**src/rtl/pm_mode_pkg.sv**
```systemverilog
package pm_mode_pkg;

   typedef enum logic [1:0] {
      PM_FAST = 2'b00,
      PM_SLOW = 2'b01,
      PM_RSV2 = 2'b10,
      PM_RSV3 = 2'b11
   } pm_mode_e;

   localparam int PM_NUM_MODES = 4;

   localparam logic [2:0] CFG_IDLE_LIM  = 3'd0;
   localparam logic [2:0] CFG_CTRL      = 3'd1;
   localparam logic [2:0] CFG_LVL_FAST  = 3'd2;
   localparam logic [2:0] CFG_LVL_SLOW  = 3'd3;
   localparam logic [2:0] CFG_ACT_MASK  = 3'd4;
   localparam logic [2:0] CFG_DEV_BASE  = 3'd5;
   localparam logic [2:0] CFG_DEV_LIM   = 3'd6;

   localparam int CTRL_COARSE_BIT = 0;
   localparam int CTRL_BAT_SMI_BIT = 1;
   localparam int CTRL_DEV_SEL_LSB = 2;

endpackage

```
**src/rtl/pm_tick_gen.sv**
```systemverilog
module pm_tick_gen #(
   parameter int PRESCALE = 32
) (
   input  logic clk,
   input  logic rst_n,
   input  logic tick_i,
   input  logic clear_i,
   input  logic coarse_i,
   output logic tick_o
);
   localparam int PW = (PRESCALE > 1) ? $clog2(PRESCALE) : 1;
   localparam logic [PW-1:0] LAST = PW'(PRESCALE - 1);

   logic [PW-1:0] cnt_q;
   logic          coarse_tick;

   generate
      if (PRESCALE < 2) begin : g_bad
         $error("pm_tick_gen: PRESCALE must be at least 2");
      end
   endgenerate

   always_ff @(posedge clk or negedge rst_n) begin
      if (!rst_n) begin
         cnt_q <= '0;
      end else if (clear_i) begin
         cnt_q <= '0;
      end else if (tick_i) begin
         cnt_q <= (cnt_q == LAST) ? '0 : cnt_q + 1'b1;
      end
   end

   assign coarse_tick = tick_i && (cnt_q == LAST);
   assign tick_o      = coarse_i ? coarse_tick : tick_i;

endmodule

```
**src/rtl/pm_down_timer.sv**
```systemverilog
module pm_down_timer #(
   parameter int          W       = 8,
   parameter logic [W-1:0] RST_VAL = '0
) (
   input  logic         clk,
   input  logic         rst_n,
   input  logic         load_i,
   input  logic [W-1:0] load_val_i,
   input  logic         dec_i,
   output logic         expire_o
);
   logic [W-1:0] cnt_q;

   always_ff @(posedge clk or negedge rst_n) begin
      if (!rst_n) begin
         cnt_q <= RST_VAL;
      end else if (load_i) begin
         cnt_q <= load_val_i;
      end else if (dec_i && (cnt_q != '0)) begin
         cnt_q <= cnt_q - 1'b1;
      end
   end

   assign expire_o = dec_i && !load_i && (cnt_q == W'(1));

endmodule

```
**src/rtl/pm_pin_ctrl.sv**
```systemverilog
module pm_pin_ctrl
   import pm_mode_pkg::*;
#(
   parameter int                 NUM_PINS   = 5,
   parameter logic [NUM_PINS-1:0] RST_LEVELS = 5'b01000,
   parameter int                 SELW       = 3
) (
   input  logic                             clk,
   input  logic                             rst_n,
   input  pm_mode_e                         mode_q_i,
   input  pm_mode_e                         mode_nxt_i,
   input  logic [PM_NUM_MODES*NUM_PINS-1:0] lvl_tab_i,
   input  logic                             dev_off_i,
   input  logic [SELW-1:0]                  dev_sel_i,
   output logic [NUM_PINS-1:0]              pin_q_o,
   output logic [NUM_PINS-1:0]              pins_o
);
   logic [NUM_PINS-1:0] pin_q;

   always_ff @(posedge clk or negedge rst_n) begin
      if (!rst_n) begin
         pin_q <= RST_LEVELS;
      end else if (mode_nxt_i != mode_q_i) begin
         pin_q <= lvl_tab_i[int'(mode_nxt_i)*NUM_PINS +: NUM_PINS];
      end
   end

   generate
      for (genvar i = 0; i < NUM_PINS; i++) begin : g_pin
         assign pins_o[i] = pin_q[i] | (dev_off_i && (dev_sel_i == SELW'(i)));
      end
   endgenerate

   assign pin_q_o = pin_q;

endmodule

```
**src/rtl/pm_mode_ctrl.sv**
```systemverilog
module pm_mode_ctrl
   import pm_mode_pkg::*;
#(
   parameter int                  NUM_ACT    = 4,
   parameter int                  NUM_BATT   = 2,
   parameter int                  NUM_PINS   = 5,
   parameter int                  ADDR_W     = 10,
   parameter int                  CFG_DW     = 8,
   parameter int                  PRESCALE   = 32,
   parameter logic [NUM_PINS-1:0] RST_LEVELS = 5'b01000,
   parameter logic [CFG_DW-1:0]   IDLE_RST   = 8'd16
) (
   input  logic                clk,
   input  logic                rst_n,
   input  logic                tick_i,
   input  logic [NUM_ACT-1:0]  act_src_i,
   input  logic                io_stb_i,
   input  logic [ADDR_W-1:0]   io_addr_i,
   input  logic [NUM_BATT-1:0] batt_low_i,
   input  logic                cfg_we_i,
   input  logic [2:0]          cfg_addr_i,
   input  logic [CFG_DW-1:0]   cfg_wdata_i,
   output logic [1:0]          mode_o,
   output logic                clk_fast_o,
   output logic                smi_req_o,
   output logic [NUM_PINS-1:0] pmc_o
);
   localparam int SELW = (NUM_PINS > 1) ? $clog2(NUM_PINS) : 1;

   generate
      if (NUM_PINS > CFG_DW) begin : g_chk_pins
         $error("pm_mode_ctrl: NUM_PINS exceeds CFG_DW");
      end
      if (NUM_ACT > CFG_DW) begin : g_chk_act
         $error("pm_mode_ctrl: NUM_ACT exceeds CFG_DW");
      end
      if (ADDR_W < CFG_DW) begin : g_chk_addr
         $error("pm_mode_ctrl: ADDR_W must be at least CFG_DW");
      end
      if (CTRL_DEV_SEL_LSB + SELW > CFG_DW) begin : g_chk_sel
         $error("pm_mode_ctrl: device select field does not fit");
      end
   endgenerate

   // configuration registers
   logic [CFG_DW-1:0]   cfg_idle_lim;
   logic [CFG_DW-1:0]   cfg_ctrl;
   logic [NUM_PINS-1:0] cfg_lvl_fast;
   logic [NUM_PINS-1:0] cfg_lvl_slow;
   logic [NUM_ACT-1:0]  cfg_act_mask;
   logic [CFG_DW-1:0]   cfg_dev_base;
   logic [CFG_DW-1:0]   cfg_dev_lim;

   always_ff @(posedge clk or negedge rst_n) begin
      if (!rst_n) begin
         cfg_idle_lim <= IDLE_RST;
         cfg_ctrl     <= '0;
         cfg_lvl_fast <= RST_LEVELS;
         cfg_lvl_slow <= RST_LEVELS;
         cfg_act_mask <= '1;
         cfg_dev_base <= '0;
         cfg_dev_lim  <= '0;
      end else if (cfg_we_i) begin
         case (cfg_addr_i)
            CFG_IDLE_LIM: cfg_idle_lim <= cfg_wdata_i;
            CFG_CTRL:     cfg_ctrl     <= cfg_wdata_i;
            CFG_LVL_FAST: cfg_lvl_fast <= cfg_wdata_i[NUM_PINS-1:0];
            CFG_LVL_SLOW: cfg_lvl_slow <= cfg_wdata_i[NUM_PINS-1:0];
            CFG_ACT_MASK: cfg_act_mask <= cfg_wdata_i[NUM_ACT-1:0];
            CFG_DEV_BASE: cfg_dev_base <= cfg_wdata_i;
            CFG_DEV_LIM:  cfg_dev_lim  <= cfg_wdata_i;
            default: ;
         endcase
      end
   end

   logic            coarse_sel;
   logic            bat_smi;
   logic [SELW-1:0] dev_sel;

   assign coarse_sel = cfg_ctrl[CTRL_COARSE_BIT];
   assign bat_smi    = cfg_ctrl[CTRL_BAT_SMI_BIT];
   assign dev_sel    = cfg_ctrl[CTRL_DEV_SEL_LSB +: SELW];

   // activity and battery qualification
   logic act_hit;
   logic batt_any;
   logic force_slow;
   logic batt_q;
   logic smi_q;

   assign act_hit    = |(act_src_i & cfg_act_mask);
   assign batt_any   = |batt_low_i;
   assign force_slow = batt_any && !bat_smi;

   always_ff @(posedge clk or negedge rst_n) begin
      if (!rst_n) begin
         batt_q <= 1'b0;
         smi_q  <= 1'b0;
      end else begin
         batt_q <= batt_any;
         smi_q  <= batt_any && !batt_q && bat_smi;
      end
   end

   // inactivity timer
   pm_mode_e mode_q;
   pm_mode_e mode_nxt;
   logic     eff_tick;
   logic     idle_expire;

   pm_tick_gen #(
      .PRESCALE (PRESCALE)
   ) u_tick (
      .clk      (clk),
      .rst_n    (rst_n),
      .tick_i   (tick_i),
      .clear_i  (act_hit),
      .coarse_i (coarse_sel),
      .tick_o   (eff_tick)
   );

   pm_down_timer #(
      .W       (CFG_DW),
      .RST_VAL (IDLE_RST)
   ) u_idle (
      .clk        (clk),
      .rst_n      (rst_n),
      .load_i     (act_hit),
      .load_val_i (cfg_idle_lim),
      .dec_i      (eff_tick && (mode_q == PM_FAST)),
      .expire_o   (idle_expire)
   );

   // mode state machine
   always_comb begin
      mode_nxt = mode_q;
      case (mode_q)
         PM_FAST: if (force_slow || idle_expire) mode_nxt = PM_SLOW;
         PM_SLOW: if (act_hit && !force_slow)    mode_nxt = PM_FAST;
         default: mode_nxt = PM_FAST;
      endcase
   end

   always_ff @(posedge clk or negedge rst_n) begin
      if (!rst_n) mode_q <= PM_FAST;
      else        mode_q <= mode_nxt;
   end

   // device idle timer on an I/O address window
   logic io_hit;
   logic dev_expire;
   logic dev_off_q;

   assign io_hit = io_stb_i && (io_addr_i[ADDR_W-1 -: CFG_DW] == cfg_dev_base);

   pm_down_timer #(
      .W       (CFG_DW),
      .RST_VAL ('0)
   ) u_dev (
      .clk        (clk),
      .rst_n      (rst_n),
      .load_i     (io_hit),
      .load_val_i (cfg_dev_lim),
      .dec_i      (tick_i),
      .expire_o   (dev_expire)
   );

   always_ff @(posedge clk or negedge rst_n) begin
      if (!rst_n)          dev_off_q <= 1'b0;
      else if (io_hit)     dev_off_q <= 1'b0;
      else if (dev_expire) dev_off_q <= 1'b1;
   end

   // control pins
   logic [PM_NUM_MODES*NUM_PINS-1:0] lvl_tab;
   logic [NUM_PINS-1:0]              pin_q;

   assign lvl_tab = {RST_LEVELS, RST_LEVELS, cfg_lvl_slow, cfg_lvl_fast};

   pm_pin_ctrl #(
      .NUM_PINS   (NUM_PINS),
      .RST_LEVELS (RST_LEVELS),
      .SELW       (SELW)
   ) u_pins (
      .clk        (clk),
      .rst_n      (rst_n),
      .mode_q_i   (mode_q),
      .mode_nxt_i (mode_nxt),
      .lvl_tab_i  (lvl_tab),
      .dev_off_i  (dev_off_q),
      .dev_sel_i  (dev_sel),
      .pin_q_o    (pin_q),
      .pins_o     (pmc_o)
   );

   assign mode_o     = mode_q;
   assign clk_fast_o = (mode_q == PM_FAST);
   assign smi_req_o  = smi_q;

endmodule


```
**config.mk**
```make
export PLATFORM = sky130hd
export DESIGN_NAME = pm_mode_ctrl
export DESIGN_NICKNAME = d
export VERILOG_FILES = /design/src/rtl/pm_mode_pkg.sv /design/src/rtl/pm_tick_gen.sv /design/src/rtl/pm_down_timer.sv /design/src/rtl/pm_pin_ctrl.sv /design/src/rtl/pm_mode_ctrl.sv
export SDC_FILE = /design/constraint.sdc
export NUM_CORES = 1
export LEC_CHECK = 0
export BUFFER_PORTS_ARGS = -buffer_cell sky130_fd_sc_hd__buf_2
export CORE_MARGIN = 3
export CORE_UTILIZATION = 50
export CTS_BUF_LIST = sky130_fd_sc_hd__clkbuf_16
export DETAILED_ROUTE_END_ITERATION = 8
export GPL_TIMING_DRIVEN = 0
export PLACE_DENSITY = 0.7
export SETUP_SLACK_MARGIN = 0.02
export SYNTH_ARGS = -nofsm -noshare
export SYNTH_HDL_FRONTEND = slang
export SYNTH_SLANG_ARGS = --single-unit
```
**constraint.sdc**
```tcl
create_clock -name clk -period 3 [get_ports clk]
set_input_delay 0 -clock clk [delete_from_list [all_inputs] [get_ports clk]]
set_output_delay 0 -clock clk [all_outputs]
set_load 0.01 [all_outputs]
```
== After elaboration in Yosys (flattened, before gate mapping) ==
Index checks and enable logic that the tools add are counted.
Operators by class
  add/subtract/negate cells: 3
  multiply operators: 1
  divide/modulo/power cells: 0
  $lt $le $gt $ge: 0
  eq/ne operators: 16
  shift operators: 1
  muxes and demuxes: 13
  bitwise gates (word level): 6
  reduce and logical (&&, ||, !) cells: 42
Operators with widths (number)
  2-to-1 mux 8 bit: 4
  variable part select 20 x 32 -> 5 bit: 1
  logical AND 1 bit: 18
  equality test 8 x 1 -> 1 bit (second input constant): 2
  nonzero test 8 bit: 2
  subtractor 8 x 1 -> 8 bit (second input constant): 2
  2-to-1 mux 5 bit: 3
  AND reduction 2 bit: 7
  equality test 3 x 2 -> 1 bit (second input constant): 4
  equality test 3 bit (second input constant): 4
  equality test 8 bit: 1
  nonzero test 2 bit: 4
  equality test 3 x 1 -> 1 bit (second input constant): 2
  zero test 3 bit: 2
  adder 5 x 1 -> 5 bit (second input constant): 1
  equality test 5 bit (second input constant): 1
  zero test 1 bit: 5
  multiplier 2 x 3 -> 5 bit (second input constant): 1
  bitwise OR 1 bit: 5
  bitwise AND 4 bit: 1
  2-to-1 mux 2 bit: 2
  one-hot mux 2 bit (2 select lines): 1
  OR reduction 4 bit: 1
  2-to-1 mux 1 bit: 3
  5 further kinds: 5
Word-level totals
  bits in registers: 74
  latch bits: 0
  bits in writable memories: 0
  memory bits (read-only): 0
  output and inout port bits: 9
  word-level logic and storage cells: 97
  memories: 0

== Depth between registers and ports, before layout ==
Gate-level depths: netlist of run 1.
  depth after elaboration: 11
  depth in mapped cells: 8
  gate-level depth less buffers: 8

== Cells and area by module ==
Synthesis of run 1 repeated with hierarchy kept, for this count alone.
Unflattened totals
  cells, all modules: 312
  area, all modules: 3814.9 µm²
By module, submodules not included
  pm_mode_ctrl: times used 1, cells an instance 128, area each 1999.4 µm², seq. area each 1209.9 µm²
  pm_down_timer at u_idle: times used 1, cells an instance 64, area each 568.0 µm², seq. area each 201.4 µm²
  pm_down_timer at u_dev: times used 1, cells an instance 64, area each 566.8 µm², seq. area each 200.2 µm²
  pm_pin_ctrl: times used 1, cells an instance 29, area each 412.9 µm², seq. area each 126.4 µm²
  pm_tick_gen: times used 1, cells an instance 27, area each 267.8 µm², seq. area each 125.1 µm²

== Worst setup path after synthesis of run 1 ==
Ideal clock, no wire load.
  path type: register to register
  start point: register mode_q[0] (netlist: mode_o[0])
  end point: register u_pins.pin_q[0] (netlist: u_pins.pin_q_o[0])
  arrival: 1.985 ns
  required time: 2.875 ns
  slack: 0.890 ns
  cell stages (with the launch flop): 7
  period minus slack after synthesis: 2.110 ns
  cells stage by stage: dfrtp_1 > clkbuf_1 > nor2_1 > nand3_1 > nor4_4 > a22oi_1 > mux2_2
Between the ends
  longest elaborated chain between the ends: 9
  elaborated cells on any way between the ends: 12
  those cells by class: mul: 1; eq/ne: 2; shift: 1; mux: 3; reduce/logical: 5
Ends and longest elaborated chain
  start: declaration: RTL line pm_mode_ctrl.sv:107  | pm_mode_e mode_q;
  start signal: assignment: RTL line pm_mode_ctrl.sv:147  | else mode_q <= mode_nxt;
  zero test 2 bit *
  via clk_fast_o: RTL line pm_mode_ctrl.sv:24  | output logic clk_fast_o,
  logical AND 1 bit: RTL line pm_mode_ctrl.sv:131  | .dec_i (eff_tick && (mode_q == PM_FAST)),
  logical AND 1 bit (2 in a row): RTL line pm_down_timer.sv:24  | assign expire_o = dec_i && !load_i && (cnt_q == W'(1));
  logical OR 1 bit: RTL line pm_mode_ctrl.sv:139  | PM_FAST: if (force_slow || idle_expire) mode_nxt = PM_SLOW;
  2-to-1 mux 2 bit: RTL line pm_mode_ctrl.sv:139
  one-hot mux 2 bit (2 select lines) *: RTL line pm_mode_ctrl.sv:138  | case (mode_q)
  multiplier 2 x 3 -> 5 bit: RTL line pm_pin_ctrl.sv:24  | pin_q <= lvl_tab_i[int'(mode_nxt_i)*NUM_PINS +: NUM_PINS];
  variable part select 20 x 32 -> 5 bit: RTL line pm_pin_ctrl.sv:24
  end signal: assignment: RTL line pm_pin_ctrl.sv:24
  end: declaration: RTL line pm_pin_ctrl.sv:18  | logic [NUM_PINS-1:0] pin_q;
The timed path passes the listed nets; every way through them passes the cells marked *.
A chain may end at the register's enable or synchronous reset.

== Final worst setup path of run 1 ==
  start point: register u_tick.cnt_q[0]
  end point: register u_pins.pin_q[0] (netlist: u_pins.pin_q_o[0])
Between the ends
  longest elaborated chain between the ends: 11
  elaborated cells on any way between the ends: 12
  those cells by class: mul: 1; eq/ne: 2; shift: 1; mux: 3; reduce/logical: 5
Ends and longest elaborated chain
  start: declaration: RTL line pm_tick_gen.sv:14  | logic [PW-1:0] cnt_q;
  start signal: assignment: RTL line pm_tick_gen.sv:29  | cnt_q <= (cnt_q == LAST) ? '0 : cnt_q + 1'b1;
  equality test 5 bit *: RTL line pm_tick_gen.sv:33  | assign coarse_tick = tick_i && (cnt_q == LAST);
  logical AND 1 bit *: RTL line pm_tick_gen.sv:33
  2-to-1 mux 1 bit *: RTL line pm_tick_gen.sv:34  | assign tick_o = coarse_i ? coarse_tick : tick_i;
  logical AND 1 bit *: RTL line pm_mode_ctrl.sv:131
  logical AND 1 bit * (2 in a row): RTL line pm_down_timer.sv:24
  logical OR 1 bit *: RTL line pm_mode_ctrl.sv:139
  2-to-1 mux 2 bit *: RTL line pm_mode_ctrl.sv:139
  one-hot mux 2 bit (2 select lines) *: RTL line pm_mode_ctrl.sv:138
  multiplier 2 x 3 -> 5 bit: RTL line pm_pin_ctrl.sv:24
  variable part select 20 x 32 -> 5 bit: RTL line pm_pin_ctrl.sv:24
Every way passes the cells marked *; elsewhere a longest branch is shown, timed or not.

==> metrics.md, run 1 <==
| Metric | Value |
|---|---|
| Drt wl/cell | 15.9 um |
| M1 WL | around 3400 um |
| Non-Filler Instances | 450 |
| Core Box Area | a little under 7000 um^2 |
| Max incr delay on CP | about 0.47 ns |
| Detailed-route DRC error count | 0 |
| Clock Latency Late Sink | around 0.33 ns |
| Req. time, crit path | 3.21 ns |
| Clock Pin Slew Worst Setup and Hold Paths | approximately 0.06 ns |
| Clock Tree Root | clkbuf_16 |
| Post-DP HPWL | slightly above 5000 um |
| Worst-path maximum fanout | 6 |
| Synth Area per Inst | roughly 12 um^2 |
| Antenna cells | 0 |
| GR Util All Layers | 0.189 |
| Slew headroom | 0.326 |
| Ports | 41 |
| Area grow syn2layout | 19.5% |
| Post-route ant nets | 0 |
| Final setup vio count | 0 |
| Nets | approximately 390 |
| CP max stage cell | nor4_4 |
| Tcrit/Tclk final | 0.809 |
| PortBufs | 36 |
| Vias in the first global route | between 2,000 and 2,500 |
| Most frequent cells in the layout | dfrtp_1 (65), mux2_1 (43), buf_2 (35) |
| Clock sink count | between 70 and 80 |
| Reg2reg setup slack | 0.57 ns |
| Post-CTS Setup Inserts | 0 |
| Routed WL | roughly 7200 um |
| Post-Synthesis Cell Area | between 3000 and 4000 um^2 |
| RSZ-0062 raised after global routing | no |
| Die H | between 90 and 100 um |
| CTS tree | done |
| Mapped Cells | between 200 and 300 |
| Worst setup path end | u_pins.pin_q_o[0] |
| Crit path top cell by count | ha_1 |
| Pre-antenna DRT Iters | 4 |
| Layout cells sized above 1 | 0.234 |
| Final Hold Viols | 0 |
| Vias per cell | roughly 5.4 |
| Slew @ Worst Pin | 1.01 ns |
| FF-to-FF End | u_pins.pin_q_o[0] |
| Synth top area share | 0.454 |
| Setup TNS | 0 ns |
| Sequential area share after synthesis | 0.520 |
| Largest net degree at the start of global routing | between 50 and 60 |
| Startpoint Class | register |
| Post-Place Cells | 428 |
| Worst Skew | 0.00494 ns |
| GRT Residual Overflow | 0 |
| Die width | slightly above 90 um |
| First-pass GRT wire length | around 12,000 um |
| CTS Buffer Depth | 2 |
| CP cell instances | ha_1 > and3_1 > ha_1 > nand2b_1 > nand3_1 > nor4_4 > a22oi_1 > mux2_2 |
| Reg2Reg Depth | 8 |
| Post-synth top area cell | dfrtp_1 |
| Fillers | about 540 |
| Achievable Freq | just over 400 MHz |
| Post-cts gate resize count | 0 |
| Peak VDD IR | 0.421 mV |
| DR vias | 2,443 |
| Rows | 30 |
| Synthesized flop and latch total | between 70 and 80 |
| Worst endpoint data arrival time | roughly 2.6 ns |
| Initial antenna violation count | 0 |
| Reg-to-Reg Start | u_tick.cnt_q[0] |
| Pins Over Slew Limit | 0 |
| CTS Hold Bufs | 6 |
| Min Tclk post-route | roughly 2.4 ns |
| Max cap viols | 0 |
| Crit. End Element | register |
| Critical path type | reg -> reg |
| Syn nets | around 330 |
| Top sig layer | met4 |
| Status | finished clean |
| Dominant synthesized flop cell | dfrtp_1 |
| Die area | just over 8000 um^2 |
| Synth warn | 0 |
| Largest cells by area after synthesis | dfrtp_1 (45%), mux2_1 (14%), dfstp_2 (6.6%), mux2_2 (4.1%), xnor2_1 (3.2%) |
| DR WL met2 | 3360 um |
| Initial core utilization | 0.522 |
| Most common cell after layout, fill and taps aside | dfrtp_1 |
| H-tree levels | 3 |
| Unique masters post-synth | 46 |
| Crit path launch | u_tick.cnt_q[0] |
| HP Class | in -> reg |
| Placer Congestion | 0.836 |
| Cell Pwr Density | roughly 800 nW/um^2 |
| CTS Buf Count | 9 |
| Detail Route met3 WL | roughly 290 um |
| Async SR Flop Fraction | 1.00 |
| Number of synthesized flops with an enable pin | 0 |
| Cell leakage power | 1.88 nW |
| Starting DRT DRC Count | ~190 |
[cell usage after synthesis, types with 2 or more instances]
cell type	count
a21oi_1	2
a22oi_1	8
a31o_2	2
and3_1	2
clkbuf_1	5
dfrtp_1	65
dfstp_2	9
ha_1	7
inv_1	9
mux2_1	43
mux2_2	13
mux2i_1	4
nand2_1	17
nand2b_1	4
nand3_1	3
nand3b_1	2
nand4_1	2
nand4b_1	4
nor2_1	14
nor3_1	3
nor3b_1	4
nor4_1	7
nor4_4	2
o21ai_0	11
o21ai_1	9
o21bai_1	5
or3_1	2
xnor2_1	13
xor2_1	7
[registers in the layout, summed over array words and instances, names as in the netlist, 2 cells and up]
| name | flops |
|---|---|
| u_tick.cnt_q | 5 |
| cfg_idle_lim | 8 |
| cfg_dev_lim | 8 |
| u_idle.cnt_q | 8 |
| cfg_act_mask | 4 |
| u_dev.cnt_q | 8 |
| cfg_lvl_fast | 5 |
| mode_o | 2 |
| cfg_lvl_slow | 5 |
| cfg_ctrl | 5 |
| u_pins.pin_q_o | 5 |
| cfg_dev_base | 8 |
[worst max-delay path, delay by kind of cell (launching register included)]
kind	cells	cell delay [ns]
DFF	1	0.38
adders and majority gates	2	0.46
AOI/OAI and AO/OA	1	0.17
muxes	1	0.28
and+or+nand+nor	4	1.03
[worst min-delay path by stage]
stage	endpoint	cells past startpoint	startpoint	slack (ns)
after floorplan	batt_q	0	rst_n	-0.30
after global placement	batt_q	2	batt_low_i[0]	0.22
after detailed placement	u_tick.cnt_q[3]	1	rst_n	-0.08
after CTS	cfg_lvl_slow[1]	2	cfg_wdata_i[1]	0.000003
after global routing	cfg_act_mask[0]	2	cfg_wdata_i[0]	0.02
final	cfg_lvl_slow[1]	2	cfg_wdata_i[1]	0.001
[power by group]
| part | switching (mW) | total, mW | internal (mW) | leakage (nW) |
|---|---|---|---|---|
| Sequential | 0.207 | 1.50 | 1.29 | 0.888 |
| Combinational | 0.410 | 0.835 | 0.425 | 0.848 |
| Clock | 0.390 | 1.11 | 0.717 | 0.148 |
| Total | 1.01 | 3.44 | 2.43 | 1.88 |
[layer usage]
metal / vias to the layer above / track usage
met1: 1202 / 0.255
met4: 0 / 0.0880
met2: 51 / 0.295
li1: 1181 / -
met3: 9 / 0.0333
met5: - / 0
[kinds of logic after synthesis]
family / share of synthesized area
flip-flops: 0.520
buffers and inverters: 0.0171
XOR/XNOR: 0.0488
adder cells (fa/ha/maj): 0.0244
AND/OR/NAND/NOR: 0.128
AO/OA/AOI/OAI: 0.0743
multiplexers: 0.187
other: 0.00105
[metrics by stage]
stage	util	instance area, um^2	power, mW	setup slack (ns)	hold WS (ns)
floorplan	-	3590	2.09	0.890	-0.296
global placement	0.566	3890	2.29	0.610	0.222
detailed placement	0.570	3920	2.34	0.592	-0.0795
CTS	0.624	4290	3.47	0.571	0.00000308
global route	0.624	4290	3.65	0.398	0.0163
finish	0.624	4290	3.44	0.573	0.00132
[layout make-up]
type | instances | area, um^2 | share of cell area
Timing Repair Buffer | 43 | 270 | 0.0631
Inverter | 10 | 38.8 | 0.00905
Clock buffer | 9 | 225 | 0.0526
Sequential cell | 74 | 1860 | 0.435
Buffer | 6 | 22.5 | 0.00526
Clock inverter | 7 | 83.8 | 0.0196
Tap cell | 96 | 120 | 0.0280
Multi-Input combinational cell | 205 | 1660 | 0.388
No activity file was read; power rests on OpenSTA's default activity.
==> run 2: changes to the inputs <==
--- a/config.mk
+++ b/config.mk
@@ -5,6 +5,7 @@
 export SDC_FILE = /design/constraint.sdc
 export NUM_CORES = 1
 export LEC_CHECK = 0
+export ABC_AREA = 1
 export BUFFER_PORTS_ARGS = -buffer_cell sky130_fd_sc_hd__buf_2
 export CORE_MARGIN = 3
 export CORE_UTILIZATION = 50
==> constraint.sdc (replaced) <==
create_clock -name clk -period 2.3 [get_ports clk]
set_input_delay 0 -clock clk [delete_from_list [all_inputs] [get_ports clk]]
set_output_delay 0 -clock clk [all_outputs]
set_load 0.01 [all_outputs]
==> metrics.md, run 2 <==
| Metric | Value |
|---|---|
| Min Tclk post-route | 1.93 ns (was 2.43 ns) |
| Switching share of power | 0.342 (was 0.293) |
| Syn nets | 488 (was 334) |
| CTS Buf Count | 9 (unchanged) |
| Register area | 1860 um^2 (unchanged) |
| Initial core utilization | 0.527 (was 0.522) |
| Starting DRT DRC Count | 184 (was 188) |
| Mapped Cells | 449 (was 295) |
| Worst endpoint data arrival time | 2.15 ns (was 2.64 ns) |
| Combinational power share | 0.277 (was 0.243) |
| Non-Filler Instances | 605 (was 450) |
| Post-DP HPWL | 5780 um (was 5130 um) |
| Final Cell Area | 4370 um^2 (was 4290 um^2) |
| Async SR Flop Fraction | 1.00 (unchanged) |
| Pins Over Slew Limit | 0 (unchanged) |
| Detailed-route DRC error count | 0 (unchanged) |
| CP cell instances | ha_1 > inv_1 > nor3_1 > ha_1 > nor2_1 > nor2_4 > nand2_1 > nand2_1 > nand3_1 > nand2_2 > nand2_1 > nand2_1 > nand2_1 (was ha_1 > and3_1 > ha_1 > nand2b_1 > nand3_1 > nor4_4 > a22oi_1 > mux2_2) |
| Initial antenna violation count | 0 (unchanged) |
| Net switching power | 1.57 mW (was 1.01 mW) |
| Internal | 3.02 mW (was 2.43 mW) |
| Dominant synthesized flop cell | dfrtp_1 (unchanged) |
| Post-route ant nets | 0 (unchanged) |
| Startpoint Class | register (unchanged) |
| Placer Congestion | 0.843 (was 0.836) |
| RSZ-0062 raised after global routing | no (unchanged) |
| HP Class | in -> reg (unchanged) |
| Synth top area share | 0.442 (was 0.454) |
| Most common cell after layout, fill and taps aside | nand2_1 (was dfrtp_1) |
| Most frequent cells in the layout | nand2_1 (141), dfrtp_1 (65), inv_1 (46) (was dfrtp_1 (65), mux2_1 (43), buf_2 (35)) |
| Max incr delay on CP | 0.38 ns (was 0.47 ns) |
| Status | finished clean (unchanged) |
| Synth Area per Inst | 8.20 um^2 (was 12.2 um^2) |
| Vias per cell | 5.14 (was 5.43) |
| Clock Tree Root | clkbuf_16 (unchanged) |
| GRT Residual Overflow | 0 (unchanged) |
| Die H | 91.8 um (was 90.7 um) |
| Clock share of power | 0.301 (was 0.322) |
| GR Util All Layers | 0.207 (was 0.189) |
| Crit path top cell by count | nand2_1 (was ha_1) |
| Synth warn | 0 (unchanged) |
| Seq pwr share | 0.422 (was 0.435) |
| Cell leakage power | 2.17 nW (was 1.88 nW) |
| Die width | 91.8 um (was 90.7 um) |
| Post-synth top area cell | dfrtp_1 (unchanged) |
| Area grow syn2layout | 18.8% (was 19.5%) |
| Largest cells by area after synthesis | dfrtp_1 (44%), nand2_1 (14%), dfstp_2 (6.4%), o21ai_0 (6.1%), nand3_1 (4.9%) (was dfrtp_1 (45%), mux2_1 (14%), dfstp_2 (6.6%), mux2_2 (4.1%), xnor2_1 (3.2%)) |
| Rows | 30 (unchanged) |
| Tcrit/Tclk final | 0.837 (was 0.809) |
| Clock sink count | 74 (unchanged) |
| Crit. End Element | register (unchanged) |
| Antenna cells | 0 (unchanged) |
| Req. time, crit path | 2.52 ns (was 3.21 ns) |
| Multi-input gate area | 1600 um^2 (was 1660 um^2) |
| Worst-path maximum fanout | 6 (unchanged) |
| First-pass GRT wire length | 13,900 um (was 12,100 um) |
| PortBufs | 37 (was 36) |
| CTS tree | done (unchanged) |
| Achievable Freq | 519 MHz (was 412 MHz) |
| Unique masters post-synth | 34 (was 46) |
| Clock Latency Late Sink | 0.33 ns (about the same) |
| Post-Synthesis Cell Area | 3680 um^2 (was 3590 um^2) |
| Ports | 41 (unchanged) |
| Final Hold Viols | 0 (unchanged) |
| Synthesized flop and latch total | 74 (unchanged) |
| Die area | 8420 um^2 (was 8220 um^2) |
| Fillers | 608 (was 543) |
| Nets | 543 (was 388) |
| Vias in the first global route | 3,024 (was 2,496) |
| Cell Pwr Density | 1050 nW/um^2 (was 802 nW/um^2) |
| Setup TNS | 0 ns (unchanged) |
| CTS Buffer Depth | 2 (unchanged) |
| Peak VDD IR | 0.521 mV (was 0.421 mV) |
| Routed WL | 8110 um (was 7180 um) |
| Placement Cell Area | 4020 um^2 (was 3920 um^2) |
| H-tree levels | 3 (unchanged) |
| Post-Place Cells | 583 (was 428) |
| Number of synthesized flops with an enable pin | 0 (unchanged) |
| Worst Skew | 0.00827 ns (was 0.00494 ns) |
| Final setup vio count | 0 (unchanged) |
| Largest net degree at the start of global routing | 69 (was 53) |
| Pre-antenna DRT Iters | 4 (unchanged) |
| Drt wl/cell | 13.4 um (was 15.9 um) |
| CP max stage cell | dfrtp_1 (was nor4_4) |
| Count leader, synth | nand2_1 (was dfrtp_1) |
| Most frequent cells after synthesis | nand2_1 (141), dfrtp_1 (65), inv_1 (46), o21ai_0 (45), nand3_1 (36) (was dfrtp_1 (65), mux2_1 (43), nand2_1 (17), nor2_1 (14)) |
| Core Box Area | 6980 um^2 (was 6870 um^2) |
| Sequential area share after synthesis | 0.506 (was 0.520) |
| Layout cells sized above 1 | 0.163 (was 0.234) |
| DR vias | 3,109 (was 2,443) |
| Max cap viols | 0 (unchanged) |
| Clock Pin Slew Worst Setup and Hold Paths | 0.06 ns (about the same) |
| Critical path type | reg -> reg (unchanged) |
| Post-CTS Setup Inserts | 0 (unchanged) |
[run 2: cell count changes in the layout (fill, tap and decap cells not counted), moves of 7 or more]
cell | previous run | this run
inv_1 | 9 | 46
nand2_1 | 17 | 141
o21ai_0 | 11 | 45
mux2_1 | 43 | 0
nor4_1 | 7 | 0
nor2_1 | 14 | 27
o21ai_1 | 9 | 0
mux2_2 | 13 | 0
nand3_1 | 3 | 36
a22oi_1 | 8 | 0
xnor2_1 | 13 | 2
[run 2: repair_timing]
item / CTS / global route
hold buffers: 6 / 0
hold endpoints to repair: 70 / 0
resized for setup: 0 / 0
[run 2: cells by family after synthesis]
group / synth area share
buffers and inverters: 0.0578
XOR/XNOR: 0.0238
adder cells (fa/ha/maj): 0.0238
flip-flops: 0.506
AO/OA/AOI/OAI: 0.101
AND/OR/NAND/NOR: 0.286
other: 0.00102
[run 2: worst paths after layout]
check                           cells after the start             from  slack [ns]                 to
worst max-delay path                               13  u_tick.cnt_q[0]        0.37  u_pins.pin_q_o[0]
worst min register to register                      1           batt_q        0.40          smi_req_o
worst max register to register                     13  u_tick.cnt_q[0]        0.37  u_pins.pin_q_o[0]
min in group asynchronous                           2            rst_n        0.03    cfg_dev_base[6]
worst min-delay path                                3   cfg_wdata_i[4]        0.02    cfg_idle_lim[4]
max in group asynchronous                           3            rst_n        1.68    cfg_act_mask[3]
[run 2: final cells by class]
cell class | instances | share of cell area
flip-flops and latches | 74 | 0.426
clock inverters | 7 | 0.0160
well taps | 96 | 0.0275
repair buffers | 44 | 0.0630
inverters | 48 | 0.0412
clock buffers | 9 | 0.0515
multi-input cells | 320 | 0.367
plain buffers | 7 | 0.00744
[run 2: through the flow]
| step | setup WS (ns) | utilization | hold WS, ns | total power, mW |
|---|---|---|---|---|
| 2_1_floorplan | 0.660 | - | -0.296 | 2.84 |
| 5_1_grt | 0.123 | 0.626 | 0.0425 | 4.90 |
| 4_1_cts | 0.362 | 0.626 | 0.00217 | 4.62 |
| 3_5_place_dp | 0.375 | 0.575 | -0.160 | 3.21 |
| 6_report | 0.375 | 0.626 | 0.0191 | 4.59 |
| 3_3_place_gp | 0.392 | 0.571 | 0.221 | 3.14 |
[run 2: power groups by stage]
stage / combinational (mW) / clock (mW) / sequential [mW]
finish: 1.27 / 1.38 / 1.93
global route: 1.46 / 1.46 / 1.98
global placement: 1.20 / 0 / 1.94
detailed placement: 1.27 / 0 / 1.95
floorplan: 0.964 / 0 / 1.88
CTS: 1.28 / 1.40 / 1.93
[run 2: worst max-delay path, delay by kind of cell, from the launching register on]
family / cells / cell delay [ns]
and+or+nand+nor: 10 / 0.89
adders and majority gates: 2 / 0.48
DFF: 1 / 0.38
buffers and inverters: 1 / 0.05
[run 2: layer usage]
layer  routed length, um  global-route usage
met1                3760               0.276
met5                   0                   0
met4                 128              0.0780
met3                 365              0.0394
met2                3860               0.336
